$ cat config.mk
export PLATFORM = sky130hd
export DESIGN_NAME = ssp_ctrl
export DESIGN_NICKNAME = d
export VERILOG_FILES = /design/src/rtl/ssp_pkg.sv /design/src/rtl/ssp_fifo.sv /design/src/rtl/ssp_clkgen.sv /design/src/rtl/ssp_shifter.sv /design/src/rtl/ssp_ctrl.sv
export SDC_FILE = /design/constraint.sdc
export NUM_CORES = 1
export LEC_CHECK = 0
export BUFFER_PORTS_ARGS = -buffer_cell sky130_fd_sc_hd__buf_2
export CAP_MARGIN = 25
export CORE_MARGIN = 2
export CORE_UTILIZATION = 40
export CTS_BUF_LIST = sky130_fd_sc_hd__clkbuf_2
export DETAILED_ROUTE_END_ITERATION = 8
export RECOVER_POWER = 25
export SLEW_MARGIN = 20
export SYNTH_ARGS = -nofsm -noshare
export SYNTH_HDL_FRONTEND = slang
export SYNTH_SLANG_ARGS = --single-unit
$ cat constraint.sdc
create_clock -name clk_i -period 7.1 [get_ports clk_i]
set_clock_uncertainty 0.05 [all_clocks]
set_input_delay 1.42 -clock clk_i [delete_from_list [all_inputs] [get_ports clk_i]]
set_output_delay 1.42 -clock clk_i [all_outputs]
set_load 0.05 [all_outputs]
$ cat src/rtl/ssp_pkg.sv
package ssp_pkg;
  localparam int unsigned DW = 16;

  localparam logic [2:0] REG_FRAME = 3'd0;
  localparam logic [2:0] REG_PORT  = 3'd1;
  localparam logic [2:0] REG_DATA  = 3'd2;
  localparam logic [2:0] REG_STAT  = 3'd3;
  localparam logic [2:0] REG_PSC   = 3'd4;

  typedef struct packed {
    logic [7:0] rate;
    logic       cpha;
    logic       cpol;
    logic [1:0] fmt;
    logic [3:0] len_m1;
  } frame_cfg_t;

  typedef struct packed {
    logic sod;
    logic slave;
    logic en;
    logic loop;
  } port_cfg_t;
endpackage

$ cat src/rtl/ssp_fifo.sv
module ssp_fifo #(
  parameter int unsigned W     = 16,
  parameter int unsigned DEPTH = 8
) (
  input  logic         clk_i,
  input  logic         rst_ni,
  input  logic         push_i,
  input  logic [W-1:0] data_i,
  input  logic         pop_i,
  output logic [W-1:0] data_o,
  output logic         empty_o,
  output logic         full_o
);
  localparam int unsigned AW = (DEPTH > 1) ? $clog2(DEPTH) : 1;
  localparam logic [AW-1:0] LAST = AW'(DEPTH - 1);

  logic [W-1:0]  mem_q [DEPTH];
  logic [AW-1:0] wp_q, rp_q;
  logic [AW:0]   cnt_q;
  logic          do_push, do_pop;

  assign empty_o = (cnt_q == '0);
  assign full_o  = (cnt_q == (AW+1)'(DEPTH));
  assign do_push = push_i && !full_o;
  assign do_pop  = pop_i && !empty_o;
  assign data_o  = mem_q[rp_q];

  always_ff @(posedge clk_i) begin
    if (do_push) mem_q[wp_q] <= data_i;
  end

  always_ff @(posedge clk_i or negedge rst_ni) begin
    if (!rst_ni) begin
      wp_q  <= '0;
      rp_q  <= '0;
      cnt_q <= '0;
    end else begin
      if (do_push) wp_q <= (wp_q == LAST) ? '0 : wp_q + 1'b1;
      if (do_pop)  rp_q <= (rp_q == LAST) ? '0 : rp_q + 1'b1;
      cnt_q <= cnt_q + (AW+1)'(do_push) - (AW+1)'(do_pop);
    end
  end


  full_drop_chk: assert property (@(posedge clk_i) disable iff (!rst_ni)
    (push_i && full_o && !pop_i) |=> (cnt_q == $past(cnt_q)));

  empty_pop_chk: assert property (@(posedge clk_i) disable iff (!rst_ni)
    (pop_i && empty_o && !push_i) |=> (empty_o && rp_q == $past(rp_q)));
endmodule

$ cat src/rtl/ssp_clkgen.sv
module ssp_clkgen #(
  parameter int unsigned PW = 8,
  parameter int unsigned SW = 8
) (
  input  logic          clk_i,
  input  logic          rst_ni,
  input  logic          run_i,
  input  logic [PW-1:0] psc_i,
  input  logic [SW-1:0] rate_i,
  output logic          tick_o
);
  logic [PW-2:0] pre_q;
  logic [SW-1:0] div_q;
  logic          pre_last, div_last;

  // half period = (psc/2) * (rate+1) cycles
  assign pre_last = (pre_q == psc_i[PW-1:1] - 1'b1);
  assign div_last = (div_q == rate_i);
  assign tick_o   = run_i && pre_last && div_last;

  always_ff @(posedge clk_i or negedge rst_ni) begin
    if (!rst_ni) begin
      pre_q <= '0;
      div_q <= '0;
    end else if (!run_i) begin
      pre_q <= '0;
      div_q <= '0;
    end else if (pre_last) begin
      pre_q <= '0;
      div_q <= div_last ? '0 : div_q + 1'b1;
    end else begin
      pre_q <= pre_q + 1'b1;
    end
  end
endmodule

$ cat src/rtl/ssp_shifter.sv
module ssp_shifter #(
  parameter int unsigned DW = 16,
  parameter int unsigned CW = $clog2(2 * DW)
) (
  input  logic          clk_i,
  input  logic          rst_ni,
  input  logic          en_i,
  input  logic          slave_i,
  input  logic          cpol_i,
  input  logic          cpha_i,
  input  logic          loop_i,
  input  logic [CW-1:0] nbits_i,
  input  logic          tick_i,
  input  logic          sclk_s_i,
  input  logic          ss_s_i,
  input  logic          sd_s_i,
  input  logic          sd_i,
  input  logic          tx_avail_i,
  input  logic [DW-1:0] tx_data_i,
  output logic          tx_pop_o,
  output logic          active_o,
  output logic          sclk_o,
  output logic          sd_o,
  output logic          rx_push_o,
  output logic [DW-1:0] rx_data_o
);
  logic [DW-1:0] sr_q, rx_q, just, rx_next;
  logic [CW-1:0] ecnt_q;
  logic [CW:0]   last_idx;
  logic act_q, out_q, ph_q, sclk_prev_q, ss_prev_q;
  logic start, abort, edge_ev, sample, shift, last, din;

  assign start    = en_i && !act_q &&
                    (slave_i ? (ss_prev_q && !ss_s_i) : tx_avail_i);
  assign abort    = act_q && slave_i && ss_s_i;
  assign tx_pop_o = start && tx_avail_i;
  assign just     = (tx_avail_i ? tx_data_i : '0) << (CW'(DW) - nbits_i);
  assign last_idx = {nbits_i, 1'b0} - 1'b1;
  assign edge_ev  = act_q && (slave_i ? (sclk_s_i != sclk_prev_q) : tick_i);
  // even edge count = leading edge
  assign sample   = edge_ev && (!ecnt_q[0] ^ cpha_i);
  assign shift    = edge_ev && !(!ecnt_q[0] ^ cpha_i);
  assign last     = edge_ev && ({1'b0, ecnt_q} == last_idx);
  assign din      = loop_i ? out_q : (slave_i ? sd_s_i : sd_i);
  assign rx_next  = {rx_q[DW-2:0], din};

  assign rx_push_o = last && !abort;
  assign rx_data_o = sample ? rx_next : rx_q;
  assign active_o  = act_q;
  assign sclk_o    = cpol_i ^ ph_q;
  assign sd_o      = out_q;

  always_ff @(posedge clk_i or negedge rst_ni) begin
    if (!rst_ni) begin
      act_q <= 1'b0; ph_q <= 1'b0; out_q <= 1'b0;
      ecnt_q <= '0; sr_q <= '0; rx_q <= '0;
      sclk_prev_q <= 1'b0; ss_prev_q <= 1'b1;
    end else begin
      sclk_prev_q <= sclk_s_i;
      ss_prev_q   <= ss_s_i;
      if (!en_i || abort) begin
        act_q <= 1'b0; ph_q <= 1'b0; ecnt_q <= '0;
      end else if (start) begin
        act_q  <= 1'b1;
        ecnt_q <= '0;
        rx_q   <= '0;
        if (cpha_i) begin
          sr_q <= just;
        end else begin
          out_q <= just[DW-1];
          sr_q  <= just << 1;
        end
      end else if (edge_ev) begin
        ecnt_q <= ecnt_q + 1'b1;
        if (!slave_i) ph_q <= !ph_q;
        if (sample) rx_q <= rx_next;
        if (shift) begin
          out_q <= sr_q[DW-1];
          sr_q  <= sr_q << 1;
        end
        if (last) begin
          act_q  <= 1'b0;
          ecnt_q <= '0;
        end
      end
    end
  end


  off_idle_chk: assert property (@(posedge clk_i) disable iff (!rst_ni)
    !en_i |=> !act_q);

  idle_level_chk: assert property (@(posedge clk_i) disable iff (!rst_ni)
    !act_q |-> (sclk_o == cpol_i));

  edge_bound_chk: assert property (@(posedge clk_i) disable iff (!rst_ni)
    act_q |-> ({1'b0, ecnt_q} <= last_idx));

  one_word_chk: assert property (@(posedge clk_i) disable iff (!rst_ni)
    rx_push_o |=> !act_q);
endmodule

$ cat src/rtl/ssp_ctrl.sv
module ssp_ctrl
  import ssp_pkg::*;
#(
  parameter int unsigned DEPTH = 8
) (
  input  logic          clk_i,
  input  logic          rst_ni,
  input  logic          sel_i,
  input  logic          wr_i,
  input  logic [2:0]    addr_i,
  input  logic [DW-1:0] wdata_i,
  output logic [DW-1:0] rdata_o,
  output logic          sclk_o,
  output logic          cs_no,
  input  logic          sclk_i,
  input  logic          ss_ni,
  input  logic          sd_i,
  output logic          sd_o,
  output logic          sd_oe_o
);
  localparam int unsigned CW = $clog2(2 * DW);

  frame_cfg_t frm_q;
  port_cfg_t  prt_q;
  logic [7:0] psc_q;
  logic [2:0] sync1_q, sync2_q;
  logic       sclk_s, ss_s, sd_s;
  logic [CW-1:0] nbits;
  logic tx_push, rx_pop, tx_pop, rx_push, tick, active;
  logic tx_empty, tx_full, rx_empty, rx_full, busy;
  logic [DW-1:0] tx_head, rx_head, rx_word, status;

  always_ff @(posedge clk_i or negedge rst_ni) begin
    if (!rst_ni) begin
      frm_q <= '0;
      prt_q <= '0;
      psc_q <= 8'd2;
    end else if (sel_i && wr_i) begin
      case (addr_i)
        REG_FRAME: frm_q <= frame_cfg_t'(wdata_i);
        REG_PORT:  prt_q <= port_cfg_t'(wdata_i[3:0]);
        REG_PSC:   psc_q <= (wdata_i[7:1] == '0) ? 8'd2 : {wdata_i[7:1], 1'b0};
        default: ;
      endcase
    end
  end

  // {sclk, ss, sd}
  always_ff @(posedge clk_i or negedge rst_ni) begin
    if (!rst_ni) begin
      sync1_q <= 3'b010;
      sync2_q <= 3'b010;
    end else begin
      sync1_q <= {sclk_i, ss_ni, sd_i};
      sync2_q <= sync1_q;
    end
  end
  assign {sclk_s, ss_s, sd_s} = sync2_q;

  assign nbits   = (frm_q.len_m1 < 4'd3) ? CW'(4) : CW'(frm_q.len_m1) + 1'b1;
  assign tx_push = sel_i && wr_i && (addr_i == REG_DATA);
  assign rx_pop  = sel_i && !wr_i && (addr_i == REG_DATA);
  assign busy    = active || !tx_empty;
  assign status  = {11'd0, busy, 1'b0, !rx_empty, !tx_full, 1'b0};

  always_comb begin
    case (addr_i)
      REG_FRAME: rdata_o = frm_q;
      REG_PORT:  rdata_o = {12'd0, prt_q};
      REG_DATA:  rdata_o = rx_empty ? '0 : rx_head;
      REG_STAT:  rdata_o = status;
      REG_PSC:   rdata_o = {8'd0, psc_q};
      default:   rdata_o = '0;
    endcase
  end

  ssp_fifo #(.W(DW), .DEPTH(DEPTH)) tx_fifo_i (
    .clk_i, .rst_ni, .push_i(tx_push), .data_i(wdata_i), .pop_i(tx_pop),
    .data_o(tx_head), .empty_o(tx_empty), .full_o(tx_full));

  ssp_fifo #(.W(DW), .DEPTH(DEPTH)) rx_fifo_i (
    .clk_i, .rst_ni, .push_i(rx_push), .data_i(rx_word), .pop_i(rx_pop),
    .data_o(rx_head), .empty_o(rx_empty), .full_o(rx_full));

  ssp_clkgen #(.PW(8), .SW(8)) clkgen_i (
    .clk_i, .rst_ni, .run_i(active && !prt_q.slave), .psc_i(psc_q),
    .rate_i(frm_q.rate), .tick_o(tick));

  ssp_shifter #(.DW(DW), .CW(CW)) shifter_i (
    .clk_i, .rst_ni, .en_i(prt_q.en), .slave_i(prt_q.slave),
    .cpol_i(frm_q.cpol), .cpha_i(frm_q.cpha), .loop_i(prt_q.loop),
    .nbits_i(nbits), .tick_i(tick), .sclk_s_i(sclk_s), .ss_s_i(ss_s),
    .sd_s_i(sd_s), .sd_i, .tx_avail_i(!tx_empty), .tx_data_i(tx_head),
    .tx_pop_o(tx_pop), .active_o(active), .sclk_o, .sd_o,
    .rx_push_o(rx_push), .rx_data_o(rx_word));

  assign cs_no   = !(active && !prt_q.slave);
  assign sd_oe_o = prt_q.en && (!prt_q.slave || (!prt_q.sod && !ss_s));


  psc_even_chk: assert property (@(posedge clk_i) disable iff (!rst_ni)
    (psc_q[0] == 1'b0) && (psc_q != 8'd0));

  sod_quiet_chk: assert property (@(posedge clk_i) disable iff (!rst_ni)
    (prt_q.slave && prt_q.sod) |-> !sd_oe_o);
endmodule

=== Yosys cells after proc, flatten, opt, wreduce, memory -nomap -nowiden ===
Memory sizes are Yosys's and may differ from the RTL's.
Index checks and enable logic that the tools add are counted.

* $add $sub $neg: 15
* $lt $le $gt $ge: 1
* Equality and inequality tests: 18
* Shifts and indexed selects: 1
* Multiplexer cells: 45
* Bitwise logic cells: 3
* Reduce and logical (&&, ||, !) cells: 59

{| class="wikitable"
|+ Operator list
! cell !! number
|-
| $mux 16 || 9
|-
| $pmux 16 s5 || 1
|-
| $mux 8 || 4
|-
| $mux 5 || 5
|-
| $logic_and 1x1->1 || 24
|-
| $mux 1 || 20
|-
| $shl 16x5->16 || 1
|-
| $eq 3x3->1 const B || 5
|-
| $logic_not 1->1 || 15
|-
| $mux 7 || 2
|-
| $add 3x1->3 const B || 4
|-
| $mux 3 || 4
|-
| $reduce_and 2->1 || 5
|-
| $add 4x1->4 || 2
|-
| $add 8x1->8 const B || 1
|-
| $eq 4x4->1 const B || 2
|-
| $eq 8x8->1 || 1
|-
| $logic_not 4->1 || 2
|-
| $sub 4x1->4 || 2
|-
| $add 7x1->7 const B || 1
|-
| $eq 7x7->1 || 1
|-
| $logic_not 7->1 || 1
|-
| $sub 7x1->7 const B || 1
|-
| $eq 3x2->1 const B || 2
|-
| 18 further kinds || 27
|}

* Register bits: 111
* Bits in writable memories: 256
* Output and inout bits: 20
* Word-level logic and storage cells: 172
* Memories kept: 2

{| class="wikitable"
|+ Memories
! memory !! words !! width !! read ports !! clocked after memory_dff !! write ports !! RTL line !! RTL
|-
| rx_fifo_i.mem_q || 8 || 16 || 1 || 0 || 1 || ssp_fifo.sv:17 || <nowiki>logic [W-1:0] mem_q [DEPTH];</nowiki>
|-
| tx_fifo_i.mem_q || 8 || 16 || 1 || 0 || 1 || ssp_fifo.sv:17 ||
|}

=== Depth between registers and ports, before layout ===
Gate-level depths: netlist (run 1).

* Depth in word-level cells: 11
* Mapped depth: 18
* Gate-level depth less buffers: 15

=== Modules after synthesis ===
A second synthesis (run 1) with hierarchy kept.

* Cell total of the unflattened synthesis: 1067
* Area, all modules: 16993.8 sq um

{| class="wikitable"
|+ Modules (own cells, without submodules)
! module !! times used !! cells each !! area an instance (sq um) !! seq. area each (sq um)
|-
| ssp_fifo at tx_fifo_i || 1 || 246 || 5567.8 || 4093.9
|-
| ssp_fifo at rx_fifo_i || 1 || 245 || 5562.8 || 4093.9
|-
| ssp_shifter || 1 || 319 || 3098.0 || 1052.3
|-
| ssp_ctrl || 1 || 139 || 1675.4 || 829.5
|-
| ssp_clkgen || 1 || 118 || 1089.8 || 375.4
|}

=== Least setup slack after synthesis (run 1) ===
Ideal clock, no wire load.

* Path type: register to register
* From: register frm_q[1] (netlist bit)
* To: memory rx_fifo_i.mem_q[4][0] (enable)
* Library setup time: 0.431 ns
* Arrival: 4.563 ns
* Required time: 6.619 ns
* Setup slack: 2.056 ns
* Cell stages (with the launch flop): 16
* Path buffers: 3
* Clock period less this slack: 5.044 ns
* Cell sequence: dfrtp_1 -> ha_1 -> nor3_2 -> nor2_1 -> buf_2 -> inv_2 -> buf_4 -> ha_1 -> xor2_1 -> xnor2_1 -> nor2_1 -> a2111oi_2 -> o211ai_1 -> nor2_1 -> buf_4 -> nor4bb_1

* Word-level cells in the longest chain between the ends: 9
* Elaborated cells on any way between the ends: 10

{| class="wikitable"
|+ RTL lines
! element !! RTL line !! RTL
|-
| from (decl) || ssp_ctrl.sv:23 || <nowiki>frame_cfg_t frm_q;</nowiki>
|-
| from (signal assigned) || ssp_ctrl.sv:40 || <nowiki>REG_FRAME: frm_q <= frame_cfg_t'(wdata_i);</nowiki>
|-
| $add 4x1->5 / $lt 4x2->1 (equally long branches) || ssp_ctrl.sv:60 || <nowiki>assign nbits = (frm_q.len_m1 < 4'd3) ? CW'(4) : CW'(frm_q.len_m1) + 1'b1;</nowiki>
|-
| $mux 5 * || ssp_ctrl.sv:60 ||
|-
| $sub 6x1->6 * || ssp_shifter.sv:38 || <nowiki>assign last_idx = {nbits_i, 1'b0} - 1'b1;</nowiki>
|-
| $eq 5x6->1 * || ssp_shifter.sv:43 || <nowiki>assign last = edge_ev && ({1'b0, ecnt_q} == last_idx);</nowiki>
|-
| $logic_and 1x1->1 * || ssp_shifter.sv:43 ||
|-
| $logic_and 1x1->1 * || ssp_shifter.sv:47 || <nowiki>assign rx_push_o = last && !abort;</nowiki>
|-
| $logic_and 1x1->1 * || ssp_fifo.sv:24 || <nowiki>assign do_push = push_i && !full_o;</nowiki>
|-
| net rx_fifo_i.do_push || ssp_fifo.sv:20 || <nowiki>logic do_push, do_pop;</nowiki>
|-
| $mux 1 * || ssp_fifo.sv:29 || <nowiki>if (do_push) mem_q[wp_q] <= data_i;</nowiki>
|-
| $mux 1 (not written as such) * || ssp_fifo.sv:29 ||
|-
| to (decl) || ssp_fifo.sv:17 ||
|}

The timed path passes the listed nets; every way through them passes the cells marked *.

=== Worst setup path in the final report (run 1) ===
* From: register frm_q[0] (netlist bit)
* To: memory rx_fifo_i.mem_q[3][4] (enable)

* Word-level cells in the longest chain between the ends: 9
* Elaborated cells on any way between the ends: 10

{| class="wikitable"
|+ RTL lines
! element !! RTL line
|-
| $add 4x1->5 / $lt 4x2->1 (equally long branches) || ssp_ctrl.sv:60
|-
| $mux 5 * || ssp_ctrl.sv:60
|-
| $sub 6x1->6 * || ssp_shifter.sv:38
|-
| $eq 5x6->1 * || ssp_shifter.sv:43
|-
| $logic_and 1x1->1 * || ssp_shifter.sv:43
|-
| $logic_and 1x1->1 * || ssp_shifter.sv:47
|-
| $logic_and 1x1->1 * || ssp_fifo.sv:24
|-
| $mux 1 * || ssp_fifo.sv:29
|-
| $mux 1 (not written as such) * || ssp_fifo.sv:29
|}

Every way passes the cells marked *; elsewhere a longest branch is shown, timed or not.

==> results of run 1 <==
synthesized netlist by cell type (4+ instances only):
master     instances  share of area
or4_1              4         0.0018
nand2_1           59          0.013
buf_2              9         0.0027
o2111ai_1          9         0.0047
xnor2_1           23          0.012
nor3_1            14         0.0042
a21oi_1           27         0.0080
and3_1            11         0.0041
o211ai_1          17         0.0076
inv_1             38         0.0085
o22ai_1           12         0.0045
buf_4              6         0.0027
nor3b_1            5         0.0022
nand3b_1           5         0.0022
or3_1              4         0.0015
dfrtp_1          106           0.16
clkbuf_1          29         0.0065
dfstp_2            4         0.0063
a31oi_1            5         0.0019
edfxtp_1         256           0.46
a21o_1             6         0.0027
buf_6              5         0.0033
buf_1              6         0.0013
mux4_2            53          0.071
and2_1             7         0.0026
o21ai_0           43          0.013
nand2b_1          11         0.0041
nand4_1           12         0.0045
mux4_1            13          0.020
a22o_1            14         0.0073
mux2_2            39          0.026
xor2_1            17         0.0089
mux2i_1           50          0.030
nand3_1           23         0.0068
ha_1              27          0.020
nor2_1            50          0.011
a2bb2oi_1          7         0.0036
mux2_4             8         0.0071
o221ai_1           4         0.0021
sequential cells by signal, indices dropped and copies added, names as in the netlist, 3 cells and up:
name	cells
tx_fifo_i.cnt_q	4
shifter_i.ecnt_q	5
shifter_i.rx_q	16
frm_q	16
tx_fifo_i.wp_q	3
rx_fifo_i.rp_q	3
shifter_i.sr_q	16
psc_q	7
clkgen_i.div_q	8
rx_fifo_i.cnt_q	4
tx_fifo_i.rp_q	3
prt_q	4
clkgen_i.pre_q	7
tx_fifo_i.mem_q	128
sync1_q	3
rx_fifo_i.mem_q	128
rx_fifo_i.wp_q	3
sync2_q	3
how the worst min path moves through the flow:
stage | slack, ps | startpoint | depth (start not counted) | endpoint
global route | 330 | sync1_q[2] | 0 | sync2_q[2]
CTS | 310 | rst_ni | 1 | clkgen_i.div_q[0]
finish | 310 | sync1_q[2] | 0 | sync2_q[2]
detailed placement | 280 | sync1_q[0] | 0 | sync2_q[0]
floorplan | 280 | sync1_q[0] | 0 | sync2_q[0]
global placement | 280 | sync1_q[0] | 0 | sync2_q[0]
metal layers:
metal  vias up  GRT usage  wire length (um)
met5         -          0                20
met4         4     0.0512               638
met3        63     0.0430              2050
met2       276      0.289             18600
met1      5091      0.241             16800
li1       4630          -                 -
final cells by class:
cell class / instances / area [sq um]
Fill cell: 3788 / 23200
Timing Repair Buffer: 66 / 360
Clock buffer: 143 / 716
Tap cell: 539 / 674
Multi-Input combinational cell: 650 / 5950
Sequential cell: 366 / 10400
Antenna cell: 2 / 5.00
Clock inverter: 28 / 206
Inverter: 42 / 158
report_power, final:
group	internal (mW)	total (mW)	leakage [nW]	switching, mW
combinational	0.871	2.08	2.52	1.21
clock	0.651	1.51	0.698	0.863
sequential	2.42	2.67	3.67	0.249
total	3.94	6.26	6.88	2.32
placed cells by master (no fill, tap or decap), types with 13 or more instances in the layout:
| cell type | Yosys | final |
|---|---|---|
| ha_1 | 27 | 27 |
| a21oi_1 | 27 | 26 |
| nand3_1 | 23 | 23 |
| xnor2_1 | 23 | 23 |
| clkbuf_1 | 29 | 20 |
| mux2i_1 | 50 | 50 |
| o21ai_0 | 43 | 43 |
| a22o_1 | 14 | 14 |
| clkbuf_2 | 0 | 144 |
| mux2_2 | 39 | 38 |
| dfrtp_1 | 106 | 104 |
| o211ai_1 | 17 | 17 |
| buf_4 | 6 | 18 |
| edfxtp_1 | 256 | 256 |
| buf_2 | 9 | 26 |
| mux4_1 | 13 | 13 |
| nand2_1 | 59 | 59 |
| inv_1 | 38 | 38 |
| nor2_1 | 50 | 50 |
| mux4_2 | 53 | 53 |
| clkinv_1 | 2 | 18 |
| xor2_1 | 17 | 17 |
per-stage QoR:
step	hold slack (ps)	util	cell area [sq um]	std cells	power [mW]
2_1_floorplan	281	-	16800	1114	4.26
3_3_place_gp	283	0.422	17600	1662	4.78
3_5_place_dp	285	0.422	17600	1663	4.81
4_1_cts	307	0.444	18500	1834	6.34
5_1_grt	329	0.443	18500	1836	6.66
6_report	307	0.443	18500	1836	6.26
cells by family after synthesis:
| kind of cell | count (synthesis) |
|---|---|
| compound gates | 185 |
| flops | 366 |
| fa+ha+maj | 29 |
| buf+inv | 98 |
| xor+xnor | 40 |
| simple gates | 230 |
| mux | 166 |
==> impl_metrics.env, run 1 <==
export IMPL_place_gp_congestion=0.831
export IMPL_portBuffers=45
export IMPL_dp_slack_ps=1920
export IMPL_vias_per_cell=5.48
export IMPL_cp_depth=11
export IMPL_post_route_period_util=0.739
export IMPL_area_growth_pct=10.1
export IMPL_synth_mux_area_frac=0.158
export IMPL_cp_max_fo=25
export IMPL_finalHoldViolCount=0
export IMPL_antenna_found_initial=4
export IMPL_yosys_cell_types_count=85
export IMPL_ys_flop_type="edfxtp_1"
export IMPL_cts_buffer_depth=3
export IMPL_finalSetupTns_ps=0
export IMPL_die_w_um=209
export IMPL_drive_gt1_frac=0.258
export IMPL_drt_iter0_drc=1071
export IMPL_cts_resized=0
export IMPL_layout_nets=1275
export IMPL_vias=10100
export IMPL_wl_um=38200
export IMPL_maxCapViolCount=2
export IMPL_grt_max_degree=66
export IMPL_die_h_um=209
export IMPL_post_cts_buffers=0
export IMPL_violations="capacitance limit, slew limit"
export IMPL_slew_violations=113
export IMPL_worstPathCellList="ha_1, nor3_2, nor2_1, inv_2, ha_1, xor2_1, nand2_1, a2111oi_2, o211ai_1, nor2_1, and4b_1"
export IMPL_yosys_area_share_simple=0.0720
export IMPL_avgRoutedWirePerCell_um=20.8
export IMPL_dp_hpwl_um=25400
export IMPL_first_global_vias=10300
export IMPL_syn_area_per_cell_sq_um=15.1
export IMPL_clock_latency_ps=1010
export IMPL_clk_pin_slew_worst_paths_ps=100
export IMPL_reg2reg_depth=11
export IMPL_path_buf_inv=1
export IMPL_first_pass_iters=5
export IMPL_critPathLaunch="frm_q[0]"
export IMPL_dieArea_sq_um=43700
export IMPL_synth_top_family_by_area="multiplexers"
export IMPL_fp_row_count=75
export IMPL_grt_overflow=0
export IMPL_ir_worst_vdd_uv=163
export IMPL_synth_compound_area_frac=0.0786
export IMPL_yosysWarnings=0
export IMPL_start_util=0.403
export IMPL_htreeDepth=3
export IMPL_num_io_pins=46
export IMPL_drc=0
export IMPL_syn_nets=1169
export IMPL_power_density_nw_per_um2=338
export IMPL_max_stage_delay_ps=930
export IMPL_finalSetupViolCount=0
export IMPL_synth_enable_flop_cells=256
export IMPL_max_freq_ghz=0.191
export IMPL_cts_tree="done"
export IMPL_status="finished, violations left"
export IMPL_syn_inst=1114
export IMPL_critPathKind="flip-flop to flip-flop"
export IMPL_arrival_ps=5760
export IMPL_relSlewSlack=-0.920
export IMPL_synthAdderAreaFrac=0.0225
export IMPL_worstHoldPathType="flip-flop to flip-flop"
export IMPL_ys_async_sr_fraction=0.301
export IMPL_cts_root_buf="clkbuf_2"
export IMPL_slowest_stage="ha_1"
export IMPL_synth_area_sq_um=16800
export IMPL_cts_buffers=94
export IMPL_rr_endpoint="rx_fifo_i.mem_q[3][4]"
export IMPL_fin_ws_ps=1860
export IMPL_leakagePower_nw=6.88
export IMPL_synth_xor_area_frac=0.0208
export IMPL_start_kind="flip-flop"
export IMPL_r2r_start="frm_q[0]"
export IMPL_grt_pass1_wl_um=59200
export IMPL_cts_sink_count=366
export IMPL_cts_hold_buf=0
export IMPL_cp_endpoint="rx_fifo_i.mem_q[3][4]"
export IMPL_required_ps=7620
export IMPL_core_sq_um=41800
export IMPL_crit_path_end_kind="flip-flop"
export IMPL_seq_area_frac_synth=0.621
export IMPL_worst_pin_slew_ps=2880
export IMPL_grt_usage=0.179
export IMPL_yosys_register_bits=366
export IMPL_postRouteAntennaNets=0
export IMPL_reg2reg_slack_ps=1860
export IMPL_critPathTopFamily="simple AND/OR/NAND/NOR gates"
export IMPL_fin_crit_ps=5240
export IMPL_rsz0062_at_grt="no"
(Power assumes the default switching activity.)
==> inputs of run 2 (changes only) <==
Settings changed: ABC_AREA from default to 1.
Clock period 7.1 ns to 5.22 ns, I/O delays scaled along.
==> impl_metrics.env, run 2 <==
export IMPL_status="finished, violations left"
export IMPL_violations="capacitance limit, slew limit"
export IMPL_grt_usage=0.210
export IMPL_fin_hold_ws_ps=313
export IMPL_avgRoutedWirePerCell_um=18.1
export IMPL_layout_nets=1945
export IMPL_wl_um=45500
export IMPL_maxCapViolCount=2
export IMPL_crit_path_end_kind="primary output"
export IMPL_ir_worst_vdd_uv=251
export IMPL_drive_gt1_frac=0.128
export IMPL_placed_cells_incl_taps=2336
export IMPL_postRouteAntennaNets=0
export IMPL_critPathKind="flip-flop to primary output"
export IMPL_grt_overflow=0
export IMPL_yosys_cell_types_count=49
export IMPL_finalHoldViolCount=0
export IMPL_mostFrequentLayoutCell="nand2_1"
export IMPL_fin_crit_ps=4710
export IMPL_portBuffers=45
export IMPL_arrival_ps=3610
export IMPL_fp_row_count=76
export IMPL_syn_nets=1841
export IMPL_drc=0
export IMPL_p_total_mw=8.79
export IMPL_drt_iter0_drc=1215
export IMPL_leakagePower_nw=8.00
export IMPL_power_density_nw_per_um2=463
export IMPL_multi_input_area_sq_um=5780
export IMPL_yosysWarnings=0
export IMPL_place_gp_congestion=0.886
export IMPL_worstHoldPathType="input port to async pin"
export IMPL_first_pass_iters=6
export IMPL_start_kind="flip-flop"
export IMPL_antenna_found_initial=2
export IMPL_syn_area_per_cell_sq_um=9.66
export IMPL_fillers=4219
export IMPL_final_cells=2516
export IMPL_synth_area_top_cells="edfxtp_1 (45%), dfrtp_1 (15%), nand2_1 (9.6%)"
export IMPL_yosys_register_bits=366
export IMPL_synth_common_cells="nand2_1 (441), edfxtp_1 (256), nand3_1 (205)"
export IMPL_cp_max_fo=38
export IMPL_post_route_period_util=0.902
export IMPL_cts_tree="done"
export IMPL_utilization=0.444
export IMPL_num_io_pins=46
export IMPL_yosys_area_share_simple=0.211
export IMPL_seq_area_frac_synth=0.605
export IMPL_dieArea_sq_um=44800
export IMPL_synth_area_sq_um=17300
export IMPL_grt_pass1_wl_um=71300
export IMPL_largestRegisters="rx_fifo_i.mem_q x128, tx_fifo_i.mem_q x128"
export IMPL_vias_per_cell=5.21
export IMPL_ys_async_sr_fraction=0.301
export IMPL_core_sq_um=42800
export IMPL_synth_top_area_frac=0.446
export IMPL_vias=13100
export IMPL_required_ps=4130
export IMPL_cts_root_buf="clkbuf_2"
export IMPL_slew_violations=111
export IMPL_rsz0062_at_grt="no"
export IMPL_regArea_sq_um=10400
export IMPL_first_global_vias=12900
export IMPL_synth_area_leader_cell="edfxtp_1"
export IMPL_syn_inst=1786
export IMPL_max_freq_ghz=0.213
export IMPL_reg2reg_slack_ps=1340
export IMPL_clock_latency_ps=1060
export IMPL_final_cell_mix="nand2_1 (441), edfxtp_1 (256), nand3_1 (205), inv_1 (184), nor2_1 (155)"
export IMPL_synth_enable_flop_cells=256
export IMPL_start_util=0.403
export IMPL_yosysMostFrequentCell="nand2_1"
export IMPL_synth_top_family_by_area="simple AND/OR/NAND/NOR gates"
export IMPL_synth_compound_area_frac=0.0832
export IMPL_finalSetupViolCount=0
export IMPL_clk_pin_slew_worst_paths_ps=100
export IMPL_ys_flop_type="edfxtp_1"
export IMPL_synthAdderAreaFrac=0.0219
export IMPL_dp_hpwl_um=28800
export IMPL_grt_max_degree=67
export IMPL_htreeDepth=3
export IMPL_relSlewSlack=-1.33
export IMPL_cts_sink_count=366
export IMPL_cts_buffers=94
export IMPL_synth_mux_area_frac=0.00326
export IMPL_finalSetupTns_ps=0
export IMPL_die_w_um=212
export IMPL_worst_pin_slew_ps=3490
export IMPL_cts_buffer_depth=3
export IMPL_synth_xor_area_frac=0.0146
export IMPL_area_growth_pct=10.1
export IMPL_die_h_um=212
[run 2: changes by cell type in the layout (fill, tap and decap cells not counted), moves of 17 or more]
cell | previous run | this run
nor2_1 | 50 | 155
o221ai_1 | 4 | 24
nand2_1 | 59 | 441
mux2i_1 | 50 | 0
o21ai_0 | 43 | 116
inv_1 | 38 | 184
o21a_1 | 0 | 17
mux2_2 | 38 | 5
nand3_1 | 23 | 205
mux4_2 | 53 | 0
[run 2: worst paths after layout]
check | from | end | depth (start not counted)
setup / recovery | rx_fifo_i.rp_q[0] | rdata_o[3] | 7
hold / removal | rst_ni | shifter_i.rx_q[13] | 2
setup reg to reg | psc_q[1] | rx_fifo_i.mem_q[1][10] | 12
hold reg to reg | sync1_q[2] | sync2_q[2] | 0
max in group asynchronous | rst_ni | tx_fifo_i.rp_q[0] | 3
min in group clk_i | sync1_q[2] | sync2_q[2] | 0
[run 2: cell families (layout without fill, tap and decap cells)]
family                     after synthesis  in the layout
DFF                                    366            366
xor gates and xnor gates                28             28
muxes                                    5              5
buffers and inverters                  268            448
AOI/OAI and AO/OA                      234            234
adders and majority gates               29             29
other                                    0              4
and+or+nand+nor                        856            856
[run 2: worst max-delay path, stage by stage, from the launching register on]
cell	delay [ps]
dfrtp_1	380
inv_1	680
buf_4	520
o21ai_0	140
o221ai_1	340
nand3_1	110
nand2_1	110
buf_2	270
[run 2: power breakdown]
part | leakage (nW) | switching, mW | internal [mW]
registers | 3.62 | 0.151 | 3.31
logic | 3.71 | 2.40 | 0.987
clock network | 0.666 | 1.19 | 0.750
total | 8.00 | 3.74 | 5.05
[run 2: per-layer routing]
metal  wire length (um)  track usage  vias to the layer above
met5                  0            0                        -
met4               1210       0.0835                        0
met3               2840       0.0461                       85
met2              21800        0.347                      407
met1              19600        0.270                     6301
li1                   -            -                     6317
[run 2: repair_timing]
action,CTS,global route
hold buffers,4,0
setup buffers,0,0
endpoints found under the hold margin,6,0
gates resized for setup,0,0
[run 2: cell type report]
class | instances | share of cell area
flip-flops and latches | 366 | 0.550
multi-input cells | 1152 | 0.304
clock buffers | 149 | 0.0392
inverters | 193 | 0.0381
well taps | 546 | 0.0360
repair buffers | 83 | 0.0269
clock inverters | 23 | 0.00494
diodes | 4 | 0.000527
[run 2: per-stage QoR]
step,worst slack [ps],area [sq um]
CTS,337,19000
global route,245,19000
finish,514,19000
floorplan,1370,17300
global placement,1260,18100
detailed placement,1180,18100
